### src/rtl/carry_add_pkg.sv
package carry_add_pkg;

  typedef enum logic [2:0] {
    S_IDLE  = 3'd0,
    S_READ  = 3'd1,
    S_CALC  = 3'd2,
    S_WRITE = 3'd3,
    S_DONE  = 3'd4
  } cau_state_e;

  // Base cycle cost of each supported encoding; 0 marks an unsupported opcode.
  function automatic logic [3:0] base_cycles(input logic [7:0] op);
    case (op)
      8'h69:        return 4'd2;
      8'h65:        return 4'd3;
      8'h75, 8'h6D: return 4'd4;
      8'h7D, 8'h79: return 4'd5;
      8'h61, 8'h71: return 4'd6;
      default:      return 4'd0;
    endcase
  endfunction

  // Instruction length in bytes; 0 marks an unsupported opcode.
  function automatic logic [1:0] op_bytes(input logic [7:0] op);
    case (op)
      8'h6D, 8'h7D, 8'h79:               return 2'd3;
      8'h69, 8'h65, 8'h75, 8'h61, 8'h71: return 2'd2;
      default:                           return 2'd0;
    endcase
  endfunction

endpackage

### src/rtl/cau_decode.sv
module cau_decode #(
  parameter int CYC_W   = 4,
  parameter int T_EXTRA = 3
) (
  input  logic [7:0]       opcode,
  input  logic             t_mode,
  output logic [CYC_W-1:0] cycles,
  output logic [1:0]       inst_len
);
  import carry_add_pkg::*;

  logic [3:0] base;
  logic       known;

  assign base     = base_cycles(opcode);
  assign known    = (base != 4'd0);
  assign inst_len = op_bytes(opcode);

  always_comb begin
    cycles = CYC_W'(base);
    if (known && t_mode) cycles = CYC_W'(base) + CYC_W'(T_EXTRA);
  end
endmodule

### src/rtl/cau_adder.sv
module cau_adder #(
  parameter int DATA_W  = 8,
  parameter bit HAS_BCD = 1'b1
) (
  input  logic [DATA_W-1:0] a,
  input  logic [DATA_W-1:0] b,
  input  logic              cin,
  input  logic              dec,
  output logic [DATA_W-1:0] sum,
  output logic              c_out,
  output logic              v_out
);
  localparam int MSB  = DATA_W - 1;
  localparam int NDIG = DATA_W / 4;

  logic [DATA_W:0]   bin_w;
  logic [DATA_W-1:0] dec_sum;
  logic              dec_c;

  assign bin_w = {1'b0, a} + {1'b0, b} + {{DATA_W{1'b0}}, cin};

  generate
    if (HAS_BCD) begin : g_bcd
      // Digit-by-digit ripple with +6 correction above nine.
      always_comb begin
        logic [5:0] d;
        logic       cy;
        cy      = cin;
        dec_sum = '0;
        for (int i = 0; i < NDIG; i++) begin
          d = {2'b00, a[4*i +: 4]} + {2'b00, b[4*i +: 4]} + {5'b0, cy};
          if (d > 6'd9) begin
            d  = d + 6'd6;
            cy = 1'b1;
          end else begin
            cy = 1'b0;
          end
          dec_sum[4*i +: 4] = d[3:0];
        end
        dec_c = cy;
      end
    end else begin : g_bin_only
      assign dec_sum = bin_w[MSB:0];
      assign dec_c   = bin_w[DATA_W];
    end
  endgenerate

  assign sum   = dec ? dec_sum : bin_w[MSB:0];
  assign c_out = dec ? dec_c   : bin_w[DATA_W];
  assign v_out = (a[MSB] == b[MSB]) && (sum[MSB] != a[MSB]);
endmodule

### src/rtl/cau_ctrl.sv
module cau_ctrl (
  input  logic clk,
  input  logic rst_n,
  input  logic start,
  input  logic t_mode,
  output logic accept,
  output logic in_calc,
  output logic load_res,
  output logic busy,
  output logic done,
  output logic mem_rd,
  output logic mem_wr
);
  import carry_add_pkg::*;

  cau_state_e st, st_nx;

  assign accept   = (st == S_IDLE) && start;
  assign in_calc  = (st == S_CALC);
  assign load_res = (accept && !t_mode) || in_calc;
  assign busy     = (st != S_IDLE);
  assign done     = (st == S_DONE);
  assign mem_rd   = (st == S_READ);
  assign mem_wr   = (st == S_WRITE);

  always_comb begin
    st_nx = st;
    case (st)
      S_IDLE:  if (start) st_nx = t_mode ? S_READ : S_DONE;
      S_READ:  st_nx = S_CALC;
      S_CALC:  st_nx = S_WRITE;
      S_WRITE: st_nx = S_DONE;
      S_DONE:  st_nx = S_IDLE;
      default: st_nx = S_IDLE;
    endcase
  end

  always_ff @(posedge clk or negedge rst_n) begin
    if (!rst_n) st <= S_IDLE;
    else        st <= st_nx;
  end
endmodule

### src/rtl/carry_add_unit.sv
module carry_add_unit #(
  parameter int DATA_W  = 8,
  parameter int ADDR_W  = 8,
  parameter int CYC_W   = 4,
  parameter int T_EXTRA = 3,
  parameter bit HAS_BCD = 1'b1
) (
  input  logic              clk,
  input  logic              rst_n,
  input  logic              start,
  input  logic [7:0]        opcode,
  input  logic [DATA_W-1:0] operand,
  input  logic [DATA_W-1:0] acc_in,
  input  logic [ADDR_W-1:0] x_idx,
  input  logic              c_in,
  input  logic              d_mode,
  input  logic              t_mode,
  output logic              busy,
  output logic              done,
  output logic [DATA_W-1:0] acc_out,
  output logic              flag_n,
  output logic              flag_v,
  output logic              flag_z,
  output logic              flag_c,
  output logic [CYC_W-1:0]  cycles,
  output logic [1:0]        inst_len,
  output logic [ADDR_W-1:0] mem_addr,
  output logic              mem_rd,
  output logic              mem_wr,
  output logic [DATA_W-1:0] mem_wdata,
  input  logic [DATA_W-1:0] mem_rdata
);
  localparam int MSB = DATA_W - 1;

  // Named internal events, also used by the bound checker.
  logic              accept, in_calc, load_res;
  logic              rmw_q, dec_q, c_q;
  logic [DATA_W-1:0] m_q, res_q;
  logic [ADDR_W-1:0] x_q;

  logic [DATA_W-1:0] add_a, add_b, add_sum;
  logic              add_cin, add_dec, add_c, add_v;
  logic [CYC_W-1:0]  cyc_w;
  logic [1:0]        len_w;

  cau_ctrl u_ctrl (
    .clk      (clk),
    .rst_n    (rst_n),
    .start    (start),
    .t_mode   (t_mode),
    .accept   (accept),
    .in_calc  (in_calc),
    .load_res (load_res),
    .busy     (busy),
    .done     (done),
    .mem_rd   (mem_rd),
    .mem_wr   (mem_wr)
  );

  cau_decode #(.CYC_W(CYC_W), .T_EXTRA(T_EXTRA)) u_dec (
    .opcode   (opcode),
    .t_mode   (t_mode),
    .cycles   (cyc_w),
    .inst_len (len_w)
  );

  // Idle: operands straight from the ports. Compute state: memory byte plus latched values.
  assign add_a   = in_calc ? mem_rdata : acc_in;
  assign add_b   = in_calc ? m_q       : operand;
  assign add_cin = in_calc ? c_q       : c_in;
  assign add_dec = in_calc ? dec_q     : d_mode;

  cau_adder #(.DATA_W(DATA_W), .HAS_BCD(HAS_BCD)) u_add (
    .a     (add_a),
    .b     (add_b),
    .cin   (add_cin),
    .dec   (add_dec),
    .sum   (add_sum),
    .c_out (add_c),
    .v_out (add_v)
  );

  always_ff @(posedge clk or negedge rst_n) begin
    if (!rst_n) begin
      m_q      <= '0;
      x_q      <= '0;
      c_q      <= 1'b0;
      dec_q    <= 1'b0;
      rmw_q    <= 1'b0;
      acc_out  <= '0;
      cycles   <= '0;
      inst_len <= '0;
    end else if (accept) begin
      m_q      <= operand;
      x_q      <= x_idx;
      c_q      <= c_in;
      dec_q    <= d_mode;
      rmw_q    <= t_mode;
      acc_out  <= t_mode ? acc_in : add_sum;
      cycles   <= cyc_w;
      inst_len <= len_w;
    end
  end

  always_ff @(posedge clk or negedge rst_n) begin
    if (!rst_n) begin
      res_q  <= '0;
      flag_n <= 1'b0;
      flag_v <= 1'b0;
      flag_z <= 1'b0;
      flag_c <= 1'b0;
    end else if (load_res) begin
      res_q  <= add_sum;
      flag_n <= add_sum[MSB];
      flag_v <= add_v;
      flag_z <= (add_sum == '0);
      flag_c <= add_c;
    end
  end

  assign mem_addr  = x_q;
  assign mem_wdata = res_q;
endmodule

### config.mk
export PLATFORM = sky130hd
export DESIGN_NAME = carry_add_unit
export DESIGN_NICKNAME = d
export VERILOG_FILES = /design/src/rtl/carry_add_pkg.sv /design/src/rtl/cau_decode.sv /design/src/rtl/cau_adder.sv /design/src/rtl/cau_ctrl.sv /design/src/rtl/carry_add_unit.sv
export SDC_FILE = /design/constraint.sdc
export NUM_CORES = 1
export LEC_CHECK = 0
export ABC_AREA = 0
export BUFFER_PORTS_ARGS = -buffer_cell sky130_fd_sc_hd__clkbuf_2
export CAP_MARGIN = 20
export CORE_ASPECT_RATIO = 1.2
export CORE_MARGIN = 2
export CORE_UTILIZATION = 48
export CTS_CLUSTER_DIAMETER = 60
export DETAILED_ROUTE_END_ITERATION = 12
export MAX_ROUTING_LAYER = met4
export PLACE_DENSITY_LB_ADDON = 0.12
export SLEW_MARGIN = 0
export SYNTH_ARGS = -nofsm -noshare
export SYNTH_HDL_FRONTEND = slang
export SYNTH_HIERARCHICAL = 1
export SYNTH_SLANG_ARGS = --single-unit
### constraint.sdc
create_clock -name clk -period 4.4 [get_ports clk]
set_input_delay 0.66 -clock clk [delete_from_list [all_inputs] [get_ports clk]]
set_output_delay 0.66 -clock clk [all_outputs]
set_load 0.005 [all_outputs]
==> run_results.csv <==
group,metric,value,unit
timing,fin_skew,6.66,ps
clock_network,cts_sinks,46,
outcome,status,"finished, violations left",
clock_network,clkTransAtPathRegs,80,ps
drt,drt-total-wl,6600,um
floorplanning,die_w,76.3,um
placed_design,place.port_buffers,83,
drt,wl_per_cell,14.4,um
synthesis,async_flop_share,100,%
placed_design,dp_slack,-157,ps
clock_network,worstSkewPairLatency,290,ps
timing,finalSetupViolCount,4,
drt,routed-wl-met3,323,um
timing,hold_viol,0,
critical_path,worstPathMaxFanout,6,
global_route,grt_pass1_vias,2295,
timing,fin_crit,4500,ps
timing,rsz0062_at_grt,"yes",
clock_network,max-clock-path-buffers,2,
pwr,ir_drop,0.504,mV
drt,drtIter0Drc,94,
clock_network,htree_num_levels,2,
clock_network,cts_tree,"built",
critical_path,critical_path_class,"reg2reg",
critical_path,crit_path_end_kind,"flip-flop",
cells_and_area,n_antenna_cell,0,
critical_path,cp-endpoint,"flag_v",
drt,drc,0,
drt,top_layer_used,"met4",
synthesis,syn_inst,275,
critical_path,reg2regPathDepth,18,
timing,tightestPinTransition,1030,ps
synthesis,ys_top_cells_by_area,"dfrtp_1 38%, mux2_2 16%, mux2_4 5.0%",
placed_design,gp_congestion,0.876,
pwr,powerDensity,959,mW/mm^2
synthesis,yosys.area.top_type_share,38.2,%
min_path,hold_path_class,"in2async",
floorplanning,io_pins,84,
pwr,leakagePower,1.86,nW
global_route,antenna_found_initial,0,
critical_path,r2r_end,"flag_v",
drt,vias_per_cell,5.25,
drt,wl_met1,2980,um
global_route,grt_max_degree,47,
critical_path,worstPathRequired,4580,ps
timing,drv_slew,0,
timing,relSlewSlack,31.2,%
flow_run,cap_violations,0,
synthesis,synth_nets,335,
clock_network,numCtsBuffers,5,
drt,met2WireLength,3260,um
cells_and_area,final_cells,457,
synthesis,synth.most_common_cell,"dfrtp_1",
synthesis,yosys-top-cells-count,"46 x dfrtp_1, 42 x mux2_2, 24 x nor2_1",
synthesis,synth-seq-cells,46,
critical_path,r2r_start,"u_ctrl/st[2]",
outcome,violations,"setup timing",
timing,post-route-period-util,102,%
global_route,grt.overflow.total,0,
synthesis,synth_seq_area_share,38.2,%
synthesis,ys.flop_type,"dfrtp_1",
floorplanning,dieHeight,90.8,um
cells_and_area,syn_to_final_growth,26.8,%
global_route,grt.total_usage,19.3,%
floorplanning,coreArea,0.00605,mm^2
global_route,grt_pass1_wl,10500,um
floorplanning,core.rowCount,31,
synthesis,synth_area_per_cell,10.9,um^2
placed_design,post-dp-hpwl,4910,um
drt,final_antenna_net_count,0,
timing,max_freq,222,MHz
timing,worst_slack,-104,ps
floorplanning,dieArea,0.00692,mm^2
critical_path,cp.arrival,4690,ps
timing,holdWs,437,ps
floorplanning,start_util,49.8,%
critical_path,r2r_setup_slack,-100,ps
cells_and_area,drive_gt1_share,50.9,%
critical_path,critPathLaunchType,"flip-flop",
cells_and_area,fin_nets,435,
synthesis,synth_cell_types,46,
synthesis,synth.cell_area,0.00301,mm^2
synthesis,yosysTopAreaCell,"dfrtp_1",
drt,drt_pass1_iterations,4,
placed_design,dp_cells,443,
synthesis,synth_edf_count,0,
synthesis,yosysWarnings,6,
drt,via_count,2397,
critical_path,startpoint,"u_ctrl/st[2]",
clock_network,cts_root_buf,"clkbuf_8",
[area by class of cell]
cell class | instances | area, um^2
clock buffers | 6 | 82.6
clock inverters | 1 | 30.0
fillers | 529 | 2230
inverters | 15 | 56.3
multi-input cells | 201 | 1810
flip-flops and latches | 46 | 1150
well taps | 82 | 103
repair buffers | 106 | 588
[registers in the layout, indices dropped and copies added, names as in the netlist]
name,flops
acc_out,8
flag_c,1
m_q,8
c_q,1
flag_v,1
mem_addr,8
mem_wdata,7
cycles,4
u_ctrl/st,3
flag_n,1
dec_q,1
inst_len,2
flag_z,1
[critical path, stage by stage (launching register included)]
cell and delay [ps]:
dfrtp_1 420, nor2_4 120, and2_4 200, mux2_4 170, inv_2 40, fa_2 390, fa_2 370, xor2_2 170
a221oi_2 300, nor2_1 90, fa_2 360, fa_2 380, xor2_2 170, ha_2 180, o21bai_1 140, mux2i_1 190
mux2i_1 120, mux2_1 330, mux2_4 260
[cell families after synthesis]
| kind of cell | share of synthesized area, % |
|---|---|
| buf+inv | 5.53 |
| simple gates | 10.9 |
| flops | 38.2 |
| mux | 25.7 |
| xor+xnor | 3.45 |
| fa+ha+maj | 6.82 |
| compound gates | 9.35 |
[per-layer routing]
metal / global-route usage (%) / vias up
met3: 3.90 / 2
met4: 5.15 / 0
met2: 33.0 / 71
met1: 23.3 / 1159
met5: - / -
li1: - / 1165
[through the flow]
| step | setup TNS, ps | power [W] | area (um^2) | util, % |
|---|---|---|---|---|
| 6_report | -247 | 0.00366 | 3820 | 63.1 |
| 5_1_grt | -1700 | 0.00395 | 3820 | 63.1 |
| 4_1_cts | -175 | 0.00349 | 3750 | 62.0 |
| 3_5_place_dp | -434 | 0.00298 | 3590 | 59.3 |
| 3_3_place_gp | -222 | 0.00294 | 3590 | 59.3 |
| 2_1_floorplan | -313 | 0.00234 | 3060 | - |
[cells in the final DEF, fill, tap and decap left out, types with 3 or more instances in the layout]
| cell | instances |
|---|---|
| mux2_4 | 12 |
| buf_4 | 23 |
| dfrtp_1 | 46 |
| nand2_1 | 6 |
| xor2_1 | 4 |
| inv_1 | 13 |
| fa_2 | 4 |
| ha_1 | 9 |
| o21a_1 | 4 |
| mux2_2 | 40 |
| clkbuf_8 | 6 |
| nand3_1 | 4 |
| clkbuf_2 | 83 |
| xor2_2 | 3 |
| nor2_1 | 22 |
| a21oi_1 | 16 |
| o21ai_0 | 8 |
| xnor2_1 | 4 |
| mux2i_1 | 12 |
| nor2b_1 | 10 |
| nor3b_1 | 3 |
[worst min-delay path by stage]
stage	start	endpoint	depth (start not counted)
finish	rst_n	mem_wdata[4]	2
CTS	rst_n	mem_addr[4]	2
global placement	flag_z	flag_z	1
floorplan	rst_n	acc_out[0]	0
global route	rst_n	m_q[1]	2
detailed placement	m_q[7]	m_q[7]	1
[where the power goes]
part,internal (W),switching [W]
Combinational,0.00136,0.00126
Clock,0.000182,0.000138
Sequential,0.000618,0.0000978
[timing repair]
| action | CTS | global route |
|---|---|---|
| pin swaps | 4 | 10 |
| resized for setup | 6 | 10 |
| endpoints found under the setup margin | 6 | 9 |
| hold buffers | 0 | 0 |
| gates cloned | 0 | 0 |
| buffers inserted | 4 | 4 |
Note: power is estimated with default switching activity, not from simulation.
